### config.mk
export PLATFORM = sky130hd
export DESIGN_NAME = code_wait_ctrl
export DESIGN_NICKNAME = d
export VERILOG_FILES = /design/src/rtl/cwc_pkg.sv /design/src/rtl/cwc_sfr_regs.sv /design/src/rtl/cwc_addr_sel.sv /design/src/rtl/cwc_seq.sv /design/src/rtl/code_wait_ctrl.sv
export SDC_FILE = /design/constraint.sdc
export NUM_CORES = 1
export LEC_CHECK = 0
export BUFFER_PORTS_ARGS = -buffer_cell sky130_fd_sc_hd__buf_2
export CAP_MARGIN = 20
export CELL_PAD_IN_SITES_DETAIL_PLACEMENT = 1
export CELL_PAD_IN_SITES_GLOBAL_PLACEMENT = 1
export CORE_MARGIN = 3
export CORE_UTILIZATION = 31
export DETAILED_ROUTE_END_ITERATION = 8
export PLACE_DENSITY = 0.87
export SYNTH_ARGS = -nofsm -noshare
export SYNTH_HDL_FRONTEND = slang
export SYNTH_HIERARCHICAL = 1
export SYNTH_SLANG_ARGS = --single-unit
### constraint.sdc
create_clock -name clk -period 4.05 [get_ports clk]
set_input_delay 0.2025 -clock clk [delete_from_list [all_inputs] [get_ports clk]]
set_output_delay 0.2025 -clock clk [all_outputs]
set_load 0.05 [all_outputs]
### src/rtl/cwc_pkg.sv
package cwc_pkg;
   typedef enum logic [2:0] {
      ST_IDLE, ST_READ, ST_SETUP, ST_STROBE, ST_HOLD, ST_XWR
   } cwc_state_t;

   localparam logic [1:0] KIND_FETCH = 2'b00;
   localparam logic [1:0] KIND_MOVC  = 2'b01;
   localparam logic [1:0] KIND_WDPTR = 2'b10;
   localparam logic [1:0] KIND_WPRX  = 2'b11;

   function automatic int unsigned read_cycles(input int unsigned ws,
                                               input int unsigned base,
                                               input int unsigned extra_max);
      return base + ((ws > extra_max) ? extra_max : ws);
   endfunction
endpackage

### src/rtl/cwc_sfr_regs.sv
module cwc_sfr_regs #(
   parameter int          SFR_AW     = 8,
   parameter int          SFR_DW     = 8,
   parameter int          WS_W       = 3,
   parameter int          STR_W      = 3,
   parameter int          PWE_BIT    = 4,
   parameter int          RSVD_LOW   = 3,
   parameter logic [7:0]  WS_ADDR    = 8'h92,
   parameter logic [7:0]  PC_ADDR    = 8'h87,
   parameter logic [7:0]  CK_ADDR    = 8'h8E,
   parameter logic [7:0]  WS_RESET   = 8'h07,
   parameter logic [7:0]  PC_RESET   = 8'h00,
   parameter logic [7:0]  CK_RESET   = 8'h01,
   parameter bit          REG_READ   = 1'b0
) (
   input  logic              clk,
   input  logic              rst_n,
   input  logic              sfr_we,
   input  logic [SFR_AW-1:0] sfr_addr,
   input  logic [SFR_DW-1:0] sfr_wdata,
   output logic [SFR_DW-1:0] sfr_rdata,
   output logic [WS_W-1:0]   ws_val,
   output logic [STR_W-1:0]  str_val,
   output logic              pwe
);
   localparam int PC_KEEP = SFR_DW - RSVD_LOW;

   initial begin
      assert (WS_W  < SFR_DW) else $error("WS_W must fit below SFR width");
      assert (STR_W < SFR_DW) else $error("STR_W must fit below SFR width");
      assert (PWE_BIT >= RSVD_LOW && PWE_BIT < SFR_DW)
         else $error("PWE_BIT must sit in the stored part of power control");
   end

   logic [WS_W-1:0]    ws_q;
   logic [STR_W-1:0]   ck_q;
   logic [PC_KEEP-1:0] pc_q;
   logic [SFR_DW-1:0]  rd_mux;

   always_ff @(posedge clk or negedge rst_n) begin
      if (!rst_n) begin
         ws_q <= WS_RESET[WS_W-1:0];
         ck_q <= CK_RESET[STR_W-1:0];
         pc_q <= PC_RESET[SFR_DW-1:RSVD_LOW];
      end else if (sfr_we) begin
         if (sfr_addr == WS_ADDR[SFR_AW-1:0]) ws_q <= sfr_wdata[WS_W-1:0];
         if (sfr_addr == CK_ADDR[SFR_AW-1:0]) ck_q <= sfr_wdata[STR_W-1:0];
         if (sfr_addr == PC_ADDR[SFR_AW-1:0]) pc_q <= sfr_wdata[SFR_DW-1:RSVD_LOW];
      end
   end

   always_comb begin
      rd_mux = '0;
      if (sfr_addr == WS_ADDR[SFR_AW-1:0])
         rd_mux = {{(SFR_DW-WS_W){1'b0}}, ws_q};
      else if (sfr_addr == CK_ADDR[SFR_AW-1:0])
         rd_mux = {{(SFR_DW-STR_W){1'b0}}, ck_q};
      else if (sfr_addr == PC_ADDR[SFR_AW-1:0])
         rd_mux = {pc_q, {RSVD_LOW{1'b0}}};
   end

   generate
      if (REG_READ) begin : g_rd_reg
         logic [SFR_DW-1:0] rd_q;
         always_ff @(posedge clk or negedge rst_n) begin
            if (!rst_n) rd_q <= '0;
            else        rd_q <= rd_mux;
         end
         assign sfr_rdata = rd_q;
      end else begin : g_rd_comb
         assign sfr_rdata = rd_mux;
      end
   endgenerate

   assign ws_val  = ws_q;
   assign str_val = ck_q;
   assign pwe     = pc_q[PWE_BIT-RSVD_LOW];
endmodule

### src/rtl/cwc_addr_sel.sv
module cwc_addr_sel #(
   parameter int ADDR_W = 16
) (
   input  logic [1:0]          kind,
   input  logic [ADDR_W-1:0]   rd_addr,
   input  logic [ADDR_W-1:0]   dptr,
   input  logic [ADDR_W/2-1:0] hi_byte,
   input  logic [ADDR_W/2-1:0] lo_byte,
   output logic [ADDR_W-1:0]   addr
);
   import cwc_pkg::*;

   initial begin
      assert (ADDR_W % 2 == 0) else $error("ADDR_W must be even");
   end

   always_comb begin
      unique case (kind)
         KIND_WDPTR: addr = dptr;
         KIND_WPRX:  addr = {hi_byte, lo_byte};
         default:    addr = rd_addr;
      endcase
   end
endmodule

### src/rtl/cwc_seq.sv
module cwc_seq #(
   parameter int ADDR_W     = 16,
   parameter int DATA_W     = 8,
   parameter int WS_W       = 3,
   parameter int STR_W      = 3,
   parameter int READ_BASE  = 4,
   parameter int READ_EXTRA = 4
) (
   input  logic              clk,
   input  logic              rst_n,
   input  logic              req_valid,
   input  logic [1:0]        req_kind,
   input  logic [ADDR_W-1:0] addr_in,
   input  logic [DATA_W-1:0] data_in,
   input  logic [WS_W-1:0]   ws_val,
   input  logic [STR_W-1:0]  str_val,
   input  logic              pwe,
   output logic              core_ready,
   output logic [ADDR_W-1:0] mem_addr,
   output logic [DATA_W-1:0] mem_data,
   output logic              code_rd,
   output logic              code_we,
   output logic              xdata_we
);
   import cwc_pkg::*;

   localparam int READ_MAX = READ_BASE + READ_EXTRA;
   localparam int STR_MAX  = 2 + (1 << STR_W) - 1;
   localparam int CNT_W    = $clog2(((READ_MAX > STR_MAX) ? READ_MAX : STR_MAX) + 1);

   initial begin
      assert (READ_BASE >= 1) else $error("READ_BASE must be at least 1");
      assert (READ_EXTRA >= 0) else $error("READ_EXTRA must not be negative");
   end

   cwc_state_t        state;
   logic [CNT_W-1:0]  cnt;
   logic [ADDR_W-1:0] addr_q;
   logic [DATA_W-1:0] data_q;
   logic [CNT_W-1:0]  rd_len_m1;
   logic [CNT_W-1:0]  str_len_m1;

   always_comb begin
      rd_len_m1  = CNT_W'(read_cycles(int'(ws_val), READ_BASE, READ_EXTRA) - 1);
      str_len_m1 = CNT_W'(1 + int'(str_val));
   end

   always_ff @(posedge clk or negedge rst_n) begin
      if (!rst_n) begin
         state  <= ST_IDLE;
         cnt    <= '0;
         addr_q <= '0;
         data_q <= '0;
      end else begin
         unique case (state)
            ST_IDLE: if (req_valid) begin
               addr_q <= addr_in;
               data_q <= data_in;
               if (!req_kind[1]) begin
                  state <= ST_READ;
                  cnt   <= rd_len_m1;
               end else if (pwe) begin
                  state <= ST_SETUP;
                  cnt   <= str_len_m1;
               end else begin
                  state <= ST_XWR;
               end
            end
            ST_READ:   if (cnt == '0) state <= ST_IDLE; else cnt <= cnt - 1'b1;
            ST_SETUP:  state <= ST_STROBE;
            ST_STROBE: if (cnt == '0) state <= ST_HOLD; else cnt <= cnt - 1'b1;
            ST_HOLD:   state <= ST_IDLE;
            ST_XWR:    state <= ST_IDLE;
            default:   state <= ST_IDLE;
         endcase
      end
   end

   assign core_ready = (state == ST_READ && cnt == '0) || state == ST_HOLD || state == ST_XWR;
   assign code_rd    = (state == ST_READ);
   assign code_we    = (state == ST_STROBE);
   assign xdata_we   = (state == ST_XWR);
   assign mem_addr   = addr_q;
   assign mem_data   = data_q;

   // run length of the current read, for the upper bound check
   logic [CNT_W:0] rd_run;
   always_ff @(posedge clk or negedge rst_n) begin
      if (!rst_n)       rd_run <= '0;
      else if (code_rd) rd_run <= rd_run + 1'b1;
      else              rd_run <= '0;
   end

   AST_READ_BOUND: assert property (@(posedge clk) disable iff (!rst_n)
      code_rd |-> (int'(rd_run) < READ_MAX));
   AST_READ_ADDR_STABLE: assert property (@(posedge clk) disable iff (!rst_n)
      (code_rd && $past(code_rd)) |-> $stable(mem_addr));
   AST_SETUP_BEFORE_STROBE: assert property (@(posedge clk) disable iff (!rst_n)
      $rose(code_we) |-> ($stable(mem_addr) && $stable(mem_data)));
   AST_HOLD_AFTER_STROBE: assert property (@(posedge clk) disable iff (!rst_n)
      $fell(code_we) |-> (core_ready && $stable(mem_addr) && $stable(mem_data)));
endmodule

### src/rtl/code_wait_ctrl.sv
module code_wait_ctrl #(
   parameter int         ADDR_W     = 16,
   parameter int         DATA_W     = 8,
   parameter int         WS_W       = 3,
   parameter int         STR_W      = 3,
   parameter int         READ_BASE  = 4,
   parameter int         READ_EXTRA = 4,
   parameter int         PWE_BIT    = 4,
   parameter logic [7:0] WS_ADDR    = 8'h92,
   parameter logic [7:0] PC_ADDR    = 8'h87,
   parameter logic [7:0] CK_ADDR    = 8'h8E,
   parameter bit         REG_READ   = 1'b0
) (
   input  logic              clk,
   input  logic              rst_n,
   input  logic              sfr_we,
   input  logic [7:0]        sfr_addr,
   input  logic [7:0]        sfr_wdata,
   output logic [7:0]        sfr_rdata,
   input  logic              req_valid,
   input  logic [1:0]        req_kind,
   input  logic [ADDR_W-1:0] req_addr,
   input  logic [ADDR_W-1:0] dptr,
   input  logic [ADDR_W/2-1:0] p2,
   input  logic [ADDR_W/2-1:0] rx,
   input  logic [DATA_W-1:0] acc,
   output logic              core_ready,
   output logic [ADDR_W-1:0] code_addr,
   output logic [DATA_W-1:0] code_wdata,
   output logic              code_rd,
   output logic              code_we,
   output logic [ADDR_W-1:0] xdata_addr,
   output logic [DATA_W-1:0] xdata_wdata,
   output logic              xdata_we
);
   logic [WS_W-1:0]   ws_val;
   logic [STR_W-1:0]  str_val;
   logic              pwe;
   logic [ADDR_W-1:0] sel_addr;
   logic [ADDR_W-1:0] mem_addr;
   logic [DATA_W-1:0] mem_data;

   cwc_sfr_regs #(
      .SFR_AW(8), .SFR_DW(8), .WS_W(WS_W), .STR_W(STR_W), .PWE_BIT(PWE_BIT),
      .RSVD_LOW(3), .WS_ADDR(WS_ADDR), .PC_ADDR(PC_ADDR), .CK_ADDR(CK_ADDR),
      .WS_RESET(8'h07), .PC_RESET(8'h00), .CK_RESET(8'h01), .REG_READ(REG_READ)
   ) i_regs (
      .clk(clk), .rst_n(rst_n), .sfr_we(sfr_we), .sfr_addr(sfr_addr),
      .sfr_wdata(sfr_wdata), .sfr_rdata(sfr_rdata),
      .ws_val(ws_val), .str_val(str_val), .pwe(pwe)
   );

   cwc_addr_sel #(.ADDR_W(ADDR_W)) i_asel (
      .kind(req_kind), .rd_addr(req_addr), .dptr(dptr),
      .hi_byte(p2), .lo_byte(rx), .addr(sel_addr)
   );

   cwc_seq #(
      .ADDR_W(ADDR_W), .DATA_W(DATA_W), .WS_W(WS_W), .STR_W(STR_W),
      .READ_BASE(READ_BASE), .READ_EXTRA(READ_EXTRA)
   ) i_seq (
      .clk(clk), .rst_n(rst_n), .req_valid(req_valid), .req_kind(req_kind),
      .addr_in(sel_addr), .data_in(acc), .ws_val(ws_val), .str_val(str_val),
      .pwe(pwe), .core_ready(core_ready), .mem_addr(mem_addr), .mem_data(mem_data),
      .code_rd(code_rd), .code_we(code_we), .xdata_we(xdata_we)
   );

   assign code_addr   = mem_addr;
   assign code_wdata  = mem_data;
   assign xdata_addr  = mem_addr;
   assign xdata_wdata = mem_data;

   AST_ONE_STROBE: assert property (@(posedge clk) disable iff (!rst_n)
      $onehot0({code_rd, code_we, xdata_we}));
   AST_READY_PULSE: assert property (@(posedge clk) disable iff (!rst_n)
      core_ready |=> !core_ready);
   AST_XWR_NO_CODE: assert property (@(posedge clk) disable iff (!rst_n)
      xdata_we |-> (core_ready && !code_we));
   AST_PC_RSVD_ZERO: assert property (@(posedge clk) disable iff (!rst_n)
      (!REG_READ && sfr_addr == PC_ADDR) |-> (sfr_rdata[2:0] == 3'b000));
   AST_WS_UPPER_ZERO: assert property (@(posedge clk) disable iff (!rst_n)
      (!REG_READ && sfr_addr == WS_ADDR) |-> (sfr_rdata[7:3] == 5'b0));
endmodule

### After elaboration in Yosys (flattened, before gate mapping)

Cells that the tools add are included.

| word-level totals | value |
|---|---|
| bits in registers | 42 |
| output and inout port bits | 60 |

| operators by class | value |
|---|---|
| $add $sub $neg | 4 |
| magnitude comparators | 1 |
| equality and inequality tests | 15 |
| multiplexer cells | 16 |
| reduce and logical (&&, ||, !) cells | 13 |

Operators with widths:

| cell | count |
|---|---|
| $pmux 16 s2 | 1 |
| $eq 8x8->1 const B | 3 |
| $mux 8 | 3 |
| $mux 3 | 6 |
| $mux 4 | 4 |
| $pmux 3 s4 | 1 |
| $pmux 4 s2 | 1 |
| $reduce_and 2->1 | 4 |
| $sub 4x1->4 const B | 2 |
| $eq 3x2->1 const B | 2 |
| $eq 3x3->1 const B | 2 |
| $add 1x3->4 const A | 1 |
| $add 3x4->4 const A | 1 |
| $eq 2x2->1 const B | 2 |
| $logic_not 4->1 | 1 |
| $ne 2x1->1 const B | 2 |
| $ne 2x2->1 const B | 2 |
| $reduce_and 4->1 | 1 |
| $eq 3x1->1 const B | 1 |
| $gt 3x3->1 const B | 1 |
| $logic_not 3->1 | 1 |
| $ne 3x3->1 const B | 1 |
| $reduce_and 3->1 | 1 |
| $logic_or 1x1->1 | 2 |
| other kinds (3) | 3 |

### Depth between registers and ports, before layout

| logic depth | value |
|---|---|
| depth after elaboration | 7 |
| mapped depth | 6 |
| depth with buffers taken out | 6 |

### By module

The synthesis kept the hierarchy.

Modules (own cells, without submodules):

| module | times used | cells an instance | area each (µm²) | sequential area each (µm²) |
|---|---|---|---|---|
| cwc_seq | 1 | 120 | 1,471.4 | 775.7 |
| cwc_sfr_regs | 1 | 46 | 591.8 | 280.3 |
| cwc_addr_sel | 1 | 53 | 345.3 | 0.0 |
| code_wait_ctrl | 1 | 24 | 180.2 | 0.0 |

### Least setup slack after synthesis

Ideal clock, no wire load.

| path | value |
|---|---|
| kind | register -> output |
| start | register i_seq.cnt[0] |
| end | output core_ready |
| arrival | 1.746 ns |
| slack | 2.101 ns |
| stages on the path, launching flop included | 7 |
| path buffers | 0 |
| cells stage by stage | dfrtp_1 > inv_1 > ha_1 > nor3b_1 > and2_1 > nor2_1 > nor2_1 |

| between the ends | value |
|---|---|
| word-level cells in the longest chain between the ends | 4 |

RTL lines:

| what | RTL line | source |
|---|---|---|
| start, declared | cwc_seq.sv:37 | `logic [CNT_W-1:0] cnt;` |
| start signal, assigned | cwc_seq.sv:61 | `cnt <= rd_len_m1;` |
| start signal, assigned | cwc_seq.sv:64 | `cnt <= str_len_m1;` |
| $logic_not 4->1 | cwc_seq.sv:79 | `assign core_ready = (state == ST_READ && cnt == '0) \|\| state == ST_HOLD \|\| state == ST_XWR;` |
| $logic_and 1x1->1 | cwc_seq.sv:79 |  |
| $logic_or 1x1->1 (2 in series) | cwc_seq.sv:79 |  |
| end, declared | code_wait_ctrl.sv:27 | `output logic core_ready,` |

No other way between the ends.

### Worst setup path in the final report

Same ends and word-level chain as after synthesis.

==> summary.txt <==
Final layout
  – Nets@finish: 434
  – ANT cells: 0
  – Final non-filler cell total: 455
  – Proportion of layout cells with a drive suffix above 1: 54.4%
  – Area Overhead vs Synth: 24.3%
  – Fillers: 958

Clock tree
  – Clock slew at reported path FFs: 0.08 ns
  – Setup bufs post-CTS: 0
  – Cts bufs inserted: 5
  – H-tree depth: 2
  – Clock latency on the worst-skew pair: 0.28 ns
  – Post-CTS Hold Fix Bufs: 0
  – Clock buffer depth: 2
  – Clock root buffer: clkbuf_8
  – TritonCTS Sinks: 42
  – CTS tree: yes
  – Post-CTS Resized: 0

Timing
  – Clock Skew: 0.00178 ns
  – Max-slew violation count: 0
  – Slew of the pin with the lowest slew margin: 0.938 ns
  – Unrepaired setup endpoints after global routing: false
  – Min cycle time layout: 2.12 ns
  – Achievable Freq: 0.473 GHz
  – Hold Vio Cnt, Final: 0
  – Final setup viols: 0
  – Worst rel slew slack: 37.5%
  – TNS Setup: 0 ns
  – Period utilisation layout: 52.2%

Floorplanning
  – Die H: 97.4 um
  – IO Count: 138
  – Core area: 7930 sq um
  – Starting Density: 32.7%
  – Die Area: 9480 sq um
  – DIE WIDTH: 97.4 um
  – # rows: 32

Global route
  – Initial antenna violation count: 0
  – Total Routing Usage GR: 14.3%
  – Largest net degree at the start of global routing: 43
  – Vias in the first global route: 2352
  – Global-route wire length before repair: 11200 um
  – GRT Residual Overflow: 0

Placed design
  – Total placed cells including tap cells: 448
  – I/O Buffers: 137
  – RePlAce Congestion: 0.807
  – Hpwl dp: 5520 um

Min path
  – Worst Hold Class: primary input to async pin

Synthesis
  – Top-area cell type share of the netlist area: 36.7%
  – Post-Synthesis Cells: 243
  – Synth warnings: 6
  – Sequential share of the synthesized area: 40.8%
  – Top post-synthesis cells by area: dfrtp_1 (37%), mux2_2 (13%), buf_4 (7.5%), mux2i_1 (7.0%), dfstp_2 (4.1%)
  – Count leader, synth: dfrtp_1
  – Library cells used by synthesis: 46
  – Syn_nets: 324
  – Most frequent cells after synthesis: dfrtp_1 (38), mux2_2 (30), buf_4 (26), nor2_1 (26), a21oi_1 (19)
  – Main synth FF type: dfrtp_1
  – Post-synth EDFFs: 0
  – Post-synth ARST share: 100%
  – Dominant cell type by area after synthesis: dfrtp_1
  – Mapped cell area: 2590 sq um
  – Syn Area/Cell: 10.7 sq um
  – Number of synthesized register bits: 42

Worst setup path
  – Flop2flop setup slack: 2.22 ns
  – Max Fanout on Critical Path: 4
  – RR Endpoint: i_seq/cnt[1]
  – WP data required: 3.85 ns
  – CP Data Arrival Time: 1.91 ns
  – R2R cell count: 5
  – Crit path kind: flop to primary output
  – Worst reg2reg startpoint: i_seq/state[1]
  – CP startpoint kind: flop
  – CP endpoint kind: primary output

Drt
  – First DRT Iteration DRCs: 52
  – Avg WL per Cell: 15.1 um
  – DRC viols: 0
  – Antenna-violating nets left: 0
  – Pre-antenna DRT Iters: 3
  – Vias: 2188
  – Routed WL: 6870 um
  – Vias per std cell: 4.81

Flow run
  – Maxcap violations: 0

Power
  – Worst ir drop on vdd: 0.345 mV
  – Pwr dens: 807 nW/um^2
  – Leakage: 1.64 nW

Outcome
  – Status: complete, no violations
placed cells by master (no fill, tap or decap), types with 4 or more instances in the layout:
master    instances
mux2_2           30
mux2i_1          18
dfrtp_1          38
dfstp_2           4
nor2_1           26
clkbuf_8          5
buf_2           137
nand2b_1          5
mux2_4            5
and2_1            7
a22oi_1           4
nand2_1           8
a21oi_1          19
o21ai_0           5
area by class of cell:
class / count / area (sq um) / area share (%)
inverters: 3 / 11.3 / 0.350
clock inverters: 2 / 10.0 / 0.311
clock buffers: 5 / 68.8 / 2.14
multi-input cells: 163 / 1250 / 38.9
well taps: 102 / 128 / 3.97
repair buffers: 138 / 693 / 21.5
flip-flops and latches: 42 / 1060 / 32.8
cell families after synthesis:
kind of cell               synth area share (%)
AOI/OAI and AO/OA                          7.83
xor gates and xnor gates                  0.677
adders and majority gates                  1.45
buffers and inverters                      10.9
DFF                                        40.8
muxes                                      22.9
and+or+nand+nor                            15.4
power breakdown:
group / total [W] / switching, W / internal, W
sequential: 0.000717 / 0.000137 / 0.000580
clock: 0.000251 / 0.000135 / 0.000116
combinational: 0.00163 / 0.00121 / 0.000414
total: 0.00260 / 0.00149 / 0.00111
worst max-delay path: stages, from the launching register on:
cell and delay [ns]:
dfrtp_1 0.41, inv_1 0.07, ha_1 0.16, nor3b_1 0.33, and2_1 0.24, nor2_1 0.05, nor2_1 0.09, buf_2 0.27
metrics by stage:
| stage | setup WS, ns | power (W) | utilization, % | hold WS, ns | instance area, sq um |
|---|---|---|---|---|---|
| 5_1_grt | 1.72 | 0.00274 | 40.6 | 0.119 | 3220 |
| 4_1_cts | 1.91 | 0.00263 | 40.6 | 0.0950 | 3220 |
| 2_1_floorplan | 2.10 | 0.00214 | - | -0.0931 | 2590 |
| 3_3_place_gp | 2.30 | 0.00233 | 39.6 | 0.381 | 3140 |
| 6_report | 1.93 | 0.00260 | 40.6 | 0.0543 | 3220 |
| 3_5_place_dp | 2.19 | 0.00237 | 39.6 | 0.409 | 3140 |
state kept, by name, indices dropped and copies added (netlist names):
| register | cells |
|---|---|
| i_seq/cnt | 4 |
| i_seq/state | 3 |
| i_seq/mem_addr | 16 |
| i_regs/ws_val | 3 |
| i_seq/mem_data | 8 |
| i_regs/str_val | 3 |
| i_regs/pc_q | 5 |
worst max path at each step:
stage                   start           end  slack, ns
6_report         i_seq/cnt[0]    core_ready       1.93
5_1_grt          i_seq/cnt[0]    core_ready       1.72
4_1_cts          i_seq/cnt[0]    core_ready       1.91
3_5_place_dp   i_seq/state[1]  i_seq/cnt[1]       2.19
3_3_place_gp   i_seq/state[1]  i_seq/cnt[1]       2.30
2_1_floorplan    i_seq/cnt[0]    core_ready       2.10
routing by layer:
metal,wire (um),track usage [%],share of wire [%]
met5,0,0,0
met4,89,3.94,1.3
met3,583,4.95,8.5
met2,3470,26.1,51
met1,2720,15.7,40
No activity file was read; power rests on OpenSTA's default activity.
